## src/rtl/sci_irq_pkg.sv

```systemverilog
package sci_irq_pkg;

    // Default geometry of the interrupt register set
    localparam int unsigned BUS_W_DEF   = 32;
    localparam int unsigned ADDR_W_DEF  = 8;
    localparam int unsigned VALID_W_DEF = 13;
    localparam int unsigned NUM_EVT_DEF = 9;

    // Byte offsets of the registers
    localparam logic [7:0] OFS_MASK_SET = 8'h08;
    localparam logic [7:0] OFS_MASK_CLR = 8'h0C;
    localparam logic [7:0] OFS_MASK_RD  = 8'h10;
    localparam logic [7:0] OFS_PENDING  = 8'h14;
    localparam logic [7:0] OFS_LEVELS   = 8'h2C;

    // Which register a bus access selects
    typedef enum logic [2:0] {
        SEL_NONE,
        SEL_MASK_SET,
        SEL_MASK_CLR,
        SEL_MASK_RD,
        SEL_PENDING,
        SEL_LEVELS
    } reg_sel_e;

    // Write actions produced by the decoder
    typedef struct packed {
        logic mask_set;
        logic mask_clr;
        logic pend_clr;
    } wr_action_t;

    // Event positions that the raw level view exposes
    function automatic logic level_visible(int unsigned idx);
        return (idx == 0) || (idx == 1) || (idx == 3) || (idx == 4);
    endfunction

endpackage

```

## src/rtl/sci_irq_decode.sv

```systemverilog
module sci_irq_decode
    import sci_irq_pkg::*;
#(
    parameter int unsigned ADDR_W = ADDR_W_DEF
) (
    input  logic [ADDR_W-1:0] addr,
    input  logic              wr,
    output reg_sel_e          sel,
    output wr_action_t        act
);

    always_comb begin
        if (addr == ADDR_W'(OFS_MASK_SET))      sel = SEL_MASK_SET;
        else if (addr == ADDR_W'(OFS_MASK_CLR)) sel = SEL_MASK_CLR;
        else if (addr == ADDR_W'(OFS_MASK_RD))  sel = SEL_MASK_RD;
        else if (addr == ADDR_W'(OFS_PENDING))  sel = SEL_PENDING;
        else if (addr == ADDR_W'(OFS_LEVELS))   sel = SEL_LEVELS;
        else                                    sel = SEL_NONE;
    end

    always_comb begin
        act          = '0;
        act.mask_set = wr && (sel == SEL_MASK_SET);
        act.mask_clr = wr && (sel == SEL_MASK_CLR);
        act.pend_clr = wr && (sel == SEL_PENDING);
    end

endmodule

```

## src/rtl/sci_irq_mask.sv

```systemverilog
module sci_irq_mask
    import sci_irq_pkg::*;
#(
    parameter int unsigned VALID_W = VALID_W_DEF
) (
    input  logic               clk,
    input  logic               rst,
    input  wr_action_t         act,
    input  logic [VALID_W-1:0] bits,
    output logic [VALID_W-1:0] mask_q
);

    logic [VALID_W-1:0] mask_d;

    always_comb begin
        mask_d = mask_q;
        if (act.mask_set) mask_d = mask_q | bits;
        if (act.mask_clr) mask_d = mask_q & ~bits;
    end

    always_ff @(posedge clk) begin
        if (rst) mask_q <= '0;
        else     mask_q <= mask_d;
    end

endmodule

```

## src/rtl/sci_irq_pending.sv

```systemverilog
module sci_irq_pending
    import sci_irq_pkg::*;
#(
    parameter int unsigned NUM_EVT = NUM_EVT_DEF,
    parameter int unsigned VALID_W = VALID_W_DEF
) (
    input  logic               clk,
    input  logic               rst,
    input  logic [NUM_EVT-1:0] evt,
    input  logic [VALID_W-1:0] mask,
    input  logic               clr_en,
    input  logic [VALID_W-1:0] clr_bits,
    output logic [VALID_W-1:0] pend_q
);

    for (genvar i = 0; i < VALID_W; i++) begin : g_bit
        if (i < NUM_EVT) begin : g_src
            logic prev_q;
            logic bit_q;
            logic rise;
            logic wipe;

            assign rise = evt[i] & ~prev_q & mask[i];
            assign wipe = clr_en & clr_bits[i];

            always_ff @(posedge clk) begin
                if (rst) begin
                    prev_q <= 1'b0;
                    bit_q  <= 1'b0;
                end else begin
                    prev_q <= evt[i];
                    // a new edge outranks a simultaneous clear
                    if (rise)      bit_q <= 1'b1;
                    else if (wipe) bit_q <= 1'b0;
                end
            end

            assign pend_q[i] = bit_q;
        end else begin : g_nosrc
            assign pend_q[i] = 1'b0;
        end
    end

endmodule

```

## src/rtl/sci_irq_rdmux.sv

```systemverilog
module sci_irq_rdmux
    import sci_irq_pkg::*;
#(
    parameter int unsigned BUS_W   = BUS_W_DEF,
    parameter int unsigned NUM_EVT = NUM_EVT_DEF,
    parameter int unsigned VALID_W = VALID_W_DEF
) (
    input  reg_sel_e           sel,
    input  logic [VALID_W-1:0] mask,
    input  logic [VALID_W-1:0] pend,
    input  logic [NUM_EVT-1:0] evt,
    output logic [BUS_W-1:0]   rdata
);

    logic [BUS_W-1:0] level_view;

    for (genvar i = 0; i < BUS_W; i++) begin : g_lvl
        if (i < NUM_EVT && level_visible(i)) begin : g_on
            assign level_view[i] = evt[i];
        end else begin : g_off
            assign level_view[i] = 1'b0;
        end
    end

    always_comb begin
        unique case (sel)
            SEL_MASK_RD: rdata = BUS_W'(mask);
            SEL_PENDING: rdata = BUS_W'(pend);
            SEL_LEVELS:  rdata = level_view;
            default:     rdata = '0;
        endcase
    end

endmodule

```

## src/rtl/sci_irq_unit.sv

```systemverilog
module sci_irq_unit
    import sci_irq_pkg::*;
#(
    parameter int unsigned BUS_W   = BUS_W_DEF,
    parameter int unsigned ADDR_W  = ADDR_W_DEF,
    parameter int unsigned VALID_W = VALID_W_DEF,
    parameter int unsigned NUM_EVT = NUM_EVT_DEF
) (
    input  logic              clk,
    input  logic              rst,
    input  logic [ADDR_W-1:0] bus_addr,
    input  logic              bus_wr,
    input  logic [BUS_W-1:0]  bus_wdata,
    output logic [BUS_W-1:0]  bus_rdata,
    input  logic [NUM_EVT-1:0] evt_in,
    output logic              irq_out
);

    localparam int unsigned FIELD_W = (VALID_W < BUS_W) ? VALID_W : BUS_W;

    reg_sel_e           sel;
    wr_action_t         act;
    logic [VALID_W-1:0] wbits;
    logic [VALID_W-1:0] mask_q;
    logic [VALID_W-1:0] pend_q;
    logic               irq_q;

    assign wbits = VALID_W'(bus_wdata[FIELD_W-1:0]);

    sci_irq_decode #(.ADDR_W(ADDR_W)) u_dec (
        .addr (bus_addr),
        .wr   (bus_wr),
        .sel  (sel),
        .act  (act)
    );

    sci_irq_mask #(.VALID_W(VALID_W)) u_mask (
        .clk    (clk),
        .rst    (rst),
        .act    (act),
        .bits   (wbits),
        .mask_q (mask_q)
    );

    sci_irq_pending #(.NUM_EVT(NUM_EVT), .VALID_W(VALID_W)) u_pend (
        .clk      (clk),
        .rst      (rst),
        .evt      (evt_in),
        .mask     (mask_q),
        .clr_en   (act.pend_clr),
        .clr_bits (wbits),
        .pend_q   (pend_q)
    );

    sci_irq_rdmux #(.BUS_W(BUS_W), .NUM_EVT(NUM_EVT), .VALID_W(VALID_W)) u_rd (
        .sel   (sel),
        .mask  (mask_q),
        .pend  (pend_q),
        .evt   (evt_in),
        .rdata (bus_rdata)
    );

    always_ff @(posedge clk) begin
        if (rst) irq_q <= 1'b0;
        else     irq_q <= |(pend_q & mask_q);
    end

    assign irq_out = irq_q;

endmodule

```

## config.mk

```make
export PLATFORM = sky130hd
export DESIGN_NAME = sci_irq_unit
export DESIGN_NICKNAME = d
export VERILOG_FILES = /design/src/rtl/sci_irq_pkg.sv /design/src/rtl/sci_irq_decode.sv /design/src/rtl/sci_irq_mask.sv /design/src/rtl/sci_irq_pending.sv /design/src/rtl/sci_irq_rdmux.sv /design/src/rtl/sci_irq_unit.sv
export SDC_FILE = /design/constraint.sdc
export NUM_CORES = 1
export LEC_CHECK = 0
export BUFFER_PORTS_ARGS = -buffer_cell sky130_fd_sc_hd__buf_2
export CAP_MARGIN = 10
export CELL_PAD_IN_SITES_DETAIL_PLACEMENT = 1
export CELL_PAD_IN_SITES_GLOBAL_PLACEMENT = 1
export CORE_UTILIZATION = 35
export CTS_CLUSTER_DIAMETER = 60
export DETAILED_ROUTE_END_ITERATION = 16
export PLACE_DENSITY = 0.86
export SETUP_SLACK_MARGIN = 0.3
export SYNTH_ARGS = -nofsm -noshare
export SYNTH_HDL_FRONTEND = slang
export SYNTH_SLANG_ARGS = --single-unit
```

## constraint.sdc

```tcl
create_clock -name clk -period 2.69 [get_ports clk]
set_input_delay 0.1345 -clock clk [delete_from_list [all_inputs] [get_ports clk]]
set_output_delay 0.1345 -clock clk [all_outputs]
set_load 0.02 [all_outputs]
```

After elaboration in Yosys (flattened, before gate mapping) --
Index checks and enable logic that the tools add are counted.
Cells by class: equality and inequality tests 10, mux-type cells 26, bitwise gates (word level) 40, reduce and logical (&&, ||, !) cells 14
Operators with widths (count):
- $pmux W13 S3 | 1
- $and A1 B1 Y1 | 27
- $mux W13 | 2
- $reduce_bool A2 Y1 | 10
- $mux W1 | 18
- $eq A8 B4 Y1 const B | 2
- $eq A8 B5 Y1 const B | 2
- $mux W3 | 5
- $and A13 B13 Y13 | 1
- $and A9 B13 Y13 | 1
- $not A13 Y13 | 1
- $or A13 B13 Y13 | 1
- $reduce_or A13 Y1 | 1
- $not A1 Y1 | 9
- $eq A8 B6 Y1 const B | 1
- $eq A3 B2 Y1 const B | 2
- $eq A3 B3 Y1 const B | 2
- $eq A3 B1 Y1 const B | 1
- $logic_and A1 B1 Y1 | 3
Word-level totals: bits in registers 32, input bits 52, output and inout bits 33, logic and storage cells 110

Longest topological paths before layout --
word-level depth 11, mapped depth 5, gate-level depth less buffers 3

Hierarchy --
Synthesis repeated with hierarchy kept, for this count alone.
Second synthesis, totals: cell total of the unflattened synthesis 180, area total of the unflattened synthesis 1824.2 µm²
Modules (own cells, without submodules):
- sci_irq_pending | times used 1, cells an instance 70, area an instance 728.2 µm², seq. area each 360.3 µm²
- sci_irq_mask | times used 1, cells an instance 42, area an instance 536.8 µm², seq. area each 260.2 µm²
- sci_irq_rdmux | times used 1, cells an instance 42, area an instance 364.1 µm², seq. area each 0.0 µm²
- sci_irq_decode | times used 1, cells an instance 17, area an instance 112.6 µm², seq. area each 0.0 µm²
- sci_irq_unit | times used 1, cells an instance 9, area an instance 82.6 µm², seq. area each 20.0 µm²

Least setup slack after synthesis --
OpenSTA, ideal clock, no wires.
kind in2out, start point input bus_addr[1], end point output bus_rdata[2], arrival time 1.408 ns, required time 2.556 ns, setup slack 1.147 ns, stages 5, path buffers 2, cells stage by stage or4_1 -> buf_6 -> nor3_4 -> buf_6 -> a22o_1
Between the ends: word-level cells in the longest chain between the ends 8, elaborated cells on any way between the ends 14, those cells by class 8 x eq/ne; 6 x mux
RTL lines:
- start, declared | line sci_irq_unit.sv:11 | input logic [ADDR_W-1:0] bus_addr,
- $eq A8 B6 Y1 | line sci_irq_decode.sv:17 | else if (addr == ADDR_W'(OFS_LEVELS)) sel = SEL_LEVELS;
- $mux W3 | line sci_irq_decode.sv:17
- $mux W3 | line sci_irq_decode.sv:16 | else if (addr == ADDR_W'(OFS_PENDING)) sel = SEL_PENDING;
- $mux W3 | line sci_irq_decode.sv:15 | else if (addr == ADDR_W'(OFS_MASK_RD)) sel = SEL_MASK_RD;
- $mux W3 | line sci_irq_decode.sv:14 | else if (addr == ADDR_W'(OFS_MASK_CLR)) sel = SEL_MASK_CLR;
- $mux W3 * | line sci_irq_decode.sv:13 | if (addr == ADDR_W'(OFS_MASK_SET)) sel = SEL_MASK_SET;
- $eq A3 B3 Y1 or $eq A3 B2 Y1 (tied branches) | line sci_irq_rdmux.sv:26 | unique case (sel)
- $pmux W13 S3 * | line sci_irq_rdmux.sv:26
- end, declared | line sci_irq_unit.sv:14 | output logic [BUS_W-1:0] bus_rdata,
Mark *: on every way between the ends. The rest lies on a longest branch, timed or not.

Final worst setup path --
start point input bus_addr[1], end point output bus_rdata[0]
Same word-level chain as after synthesis.

==> flow_summary_export.csv <==
group,metric,value,unit
grt,overflow,0,
power,power.internal,722,uW
power,p_leak,0.882,nW
placement,port_buffers,46,
floorplanning,ioPinCount,85,
worst_setup_path,rr_worst_depth,3,
worst_setup_path,start_kind,"input port",
worst_setup_path,max_stage_delay,0.75,ns
clock_network,numCtsBuffers,5,
routing,dr_total_vias,1459,
clock_network,cts.sinks,32,
sta,rsz0062_at_grt,"false",
finish,most-common-layout-cells,"46 x buf_2, 32 x dfxtp_1, 22 x nand3_1",
sta,maxSlewViolCount,0,
synth,synth-edff-count,0,
clock_network,hold_buffers,0,
worst_setup_path,cp-startpoint,"bus_addr[1]",
clock_network,cts_tree,"done",
sta,hold_violations,0,
grt,grt_antenna_before_repair,0,
routing,via_per_inst,5.23,
grt,grtUsageTotal,18.4,%
power,ir_drop,0.238,mV
worst_hold_path,hold_class,"input port to register",
grt,grt_pass1_wl,7060,um
worst_setup_path,critPathCaptureType,"output pin",
worst_hold_path,worstHoldPathCells,2,
sta,fin_crit_sh,79.1,%
routing,wl_per_cell,15.8,um
sta,setup_tns,0,ns
routing,drtPass1Iterations,7,
floorplanning,die_x,71.1,um
routing,detail-route-antenna-nets,0,
synth,synth_top_area_share,38.3,%
clock_network,clk_path_buf_depth,2,
finish,instances_no_fill,279,
sta,relSlewSlack,62.6,%
synth,yosys_most_used_dff,"dfxtp_1",
power,switchingPower,244,uW
finish,drive_above_1_share,27.3,%
floorplanning,num_rows,24,
synth,postSynthCellCount,183,
floorplanning,dieArea,5060,um2
sta,min_period,2.13,ns
synth,syn_avg_cell_area,9.14,um2
clock_network,clkLatencyLatePin,0.29,ns
sta,setup_viol,0,
clock_network,cts-root-buf,"clkbuf_8",
synth,ys_top_cells_by_area,"dfxtp_1 38%, buf_4 9.0%, mux2i_1 7.8%, nand3_1 6.6%, nand2b_1 4.9%",
synth,ys_types,32,
worst_setup_path,path_class,"input port to output pin",
floorplanning,die_height,71.1,um
worst_setup_path,cp.required,2.56,ns
sta,fin_skew,0.00624,ns
synth,ys_ff_latch,32,
clock_network,clk_pin_slew,0.07,ns
floorplanning,initial_core_util,37.4,%
finish,fillers,558,
synth,synthesis.area,1670,um2
routing,routed_wl,4420,um
worst_setup_path,cp_common_cell,"buf_2",
worst_setup_path,path_max_fanout,13,
finish,num-nets-final,278,
worst_setup_path,worst-path-buf-inv,2,
finish,area_delta_synth_final,16.6,%
worst_setup_path,slowest_stage,"or4_1",
power,power.density,495,nW/um2
worst_setup_path,worstPathArrival,1.99,ns
synth,async_flop_share,0,%
worst_setup_path,crit_family,"simple AND/OR/NAND/NOR gates",
sta,fmax,470,MHz
clock_network,post-cts-setup-buffers,0,
finish,antennaDiodeCount,0,
clock_network,htreeDepth,2,
worst_hold_path,holdCritStartpoint,"evt_in[8]",
synth,synth_seq_area_share,38.3,%
placement,globalplace.congestion,0.772,
job,drv_cap,0,
routing,drc_errors,0,
routing,drt_iter0_markers,119,
floorplanning,core_area,4470,um2
power,p_seq_share,50.0,%
clock_network,ctsResizeCount,0,
placement,dp.cells,271,
power,comb_power_share,10.3,%
power,p_sw_share,25.3,%
grt,grt_max_degree,34,
synth,yosysWarnings,0,
worst_setup_path,critical_path.cell_chain,"buf_2, or4_1, nor3_4, a221o_1, buf_2",
status,outcome,"complete, no violations",
synth,synth_top_area_cell,"dfxtp_1",
worst_setup_path,path_depth,5,
finish,multiInputGateArea,883,um2
finish,layout.cells.most_common,"buf_2",
sta,tightest_slew,0.559,ns
grt,grt_pass1_vias,1487,
placement,hpwl,3080,um
power,p_clk_share,39.7,%
finish,ff_latch_area,641,um2
## through the flow
stage / hold WS [ns] / instance area [um2] / utilization [%] / setup slack [ns] / power, mW
floorplan: 0.263 / 1740 / - / 1.15 / 0.574
global placement: 0.365 / 1860 / 41.6 / 0.561 / 0.591
detailed placement: 0.369 / 1860 / 41.6 / 0.554 / 0.593
CTS: 0.0739 / 1950 / 43.6 / 0.537 / 0.975
global route: 0.0872 / 1950 / 43.6 / 0.424 / 1.01
finish: 0.0715 / 1950 / 43.6 / 0.563 / 0.966
## worst reg2reg max path: stages, from the launching register on
cell	delay (ns)
dfxtp_1	0.35
a22o_1	0.27
a221oi_1	0.21
a31oi_1	0.12
## power groups by stage
stage          sequential, mW  clock [mW]  combinational, mW
4_1_cts                 0.483       0.393             0.0998
5_1_grt                 0.483       0.415              0.108
3_3_place_gp            0.493           0             0.0981
6_report                0.483       0.384             0.0997
2_1_floorplan           0.493           0             0.0811
3_5_place_dp            0.494           0             0.0995
## cells in the mapped netlist (4+ instances only)
| cell type | n |
|---|---|
| a22o_1 | 6 |
| nor3_1 | 4 |
| mux2i_1 | 13 |
| nand3b_1 | 9 |
| nor2b_1 | 5 |
| dfxtp_1 | 32 |
| nand3_1 | 22 |
| and2_1 | 4 |
| nand2b_1 | 13 |
| nor2_1 | 4 |
| a21oi_1 | 9 |
| inv_1 | 5 |
| buf_4 | 20 |
| o31ai_1 | 9 |
| clkbuf_1 | 5 |
## final timing paths
path / endpoint / slack, ns
min reg2reg: register / 0.48
max: bus_rdata[0] / 0.56
max reg2reg: irq_out / 1.60
min: u_pend.g_bit[8].g_src.prev_q / 0.07
## final cells by class
class                   count  share of cell area (%)
clock buffers               8                    4.62
inverters                   5                   0.962
multi-input cells         133                    45.3
flip-flops and latches     32                    32.8
well taps                  52                    3.34
repair buffers             49                    13.0
## routing by layer
metal | GRT usage (%) | vias up | part of all wire (%)
met2 | 31.0 | 42 | 49
met5 | 0 | - | 0
li1 | - | 703 | -
met3 | 5.41 | 8 | 5.2
met4 | 8.00 | 0 | 1.8
met1 | 21.8 | 706 | 44
## cells by family (layout without fill, tap and decap cells)
group | count (synthesis) | after routing | synth area share (%)
compound gates | 32 | 32 | 14.3
flops | 32 | 32 | 38.3
simple gates | 69 | 69 | 25.7
buf+inv | 36 | 62 | 13.7
other cells | 1 | 19 | 0.224
mux | 13 | 13 | 7.78
Note: power is estimated with default switching activity, not from simulation.
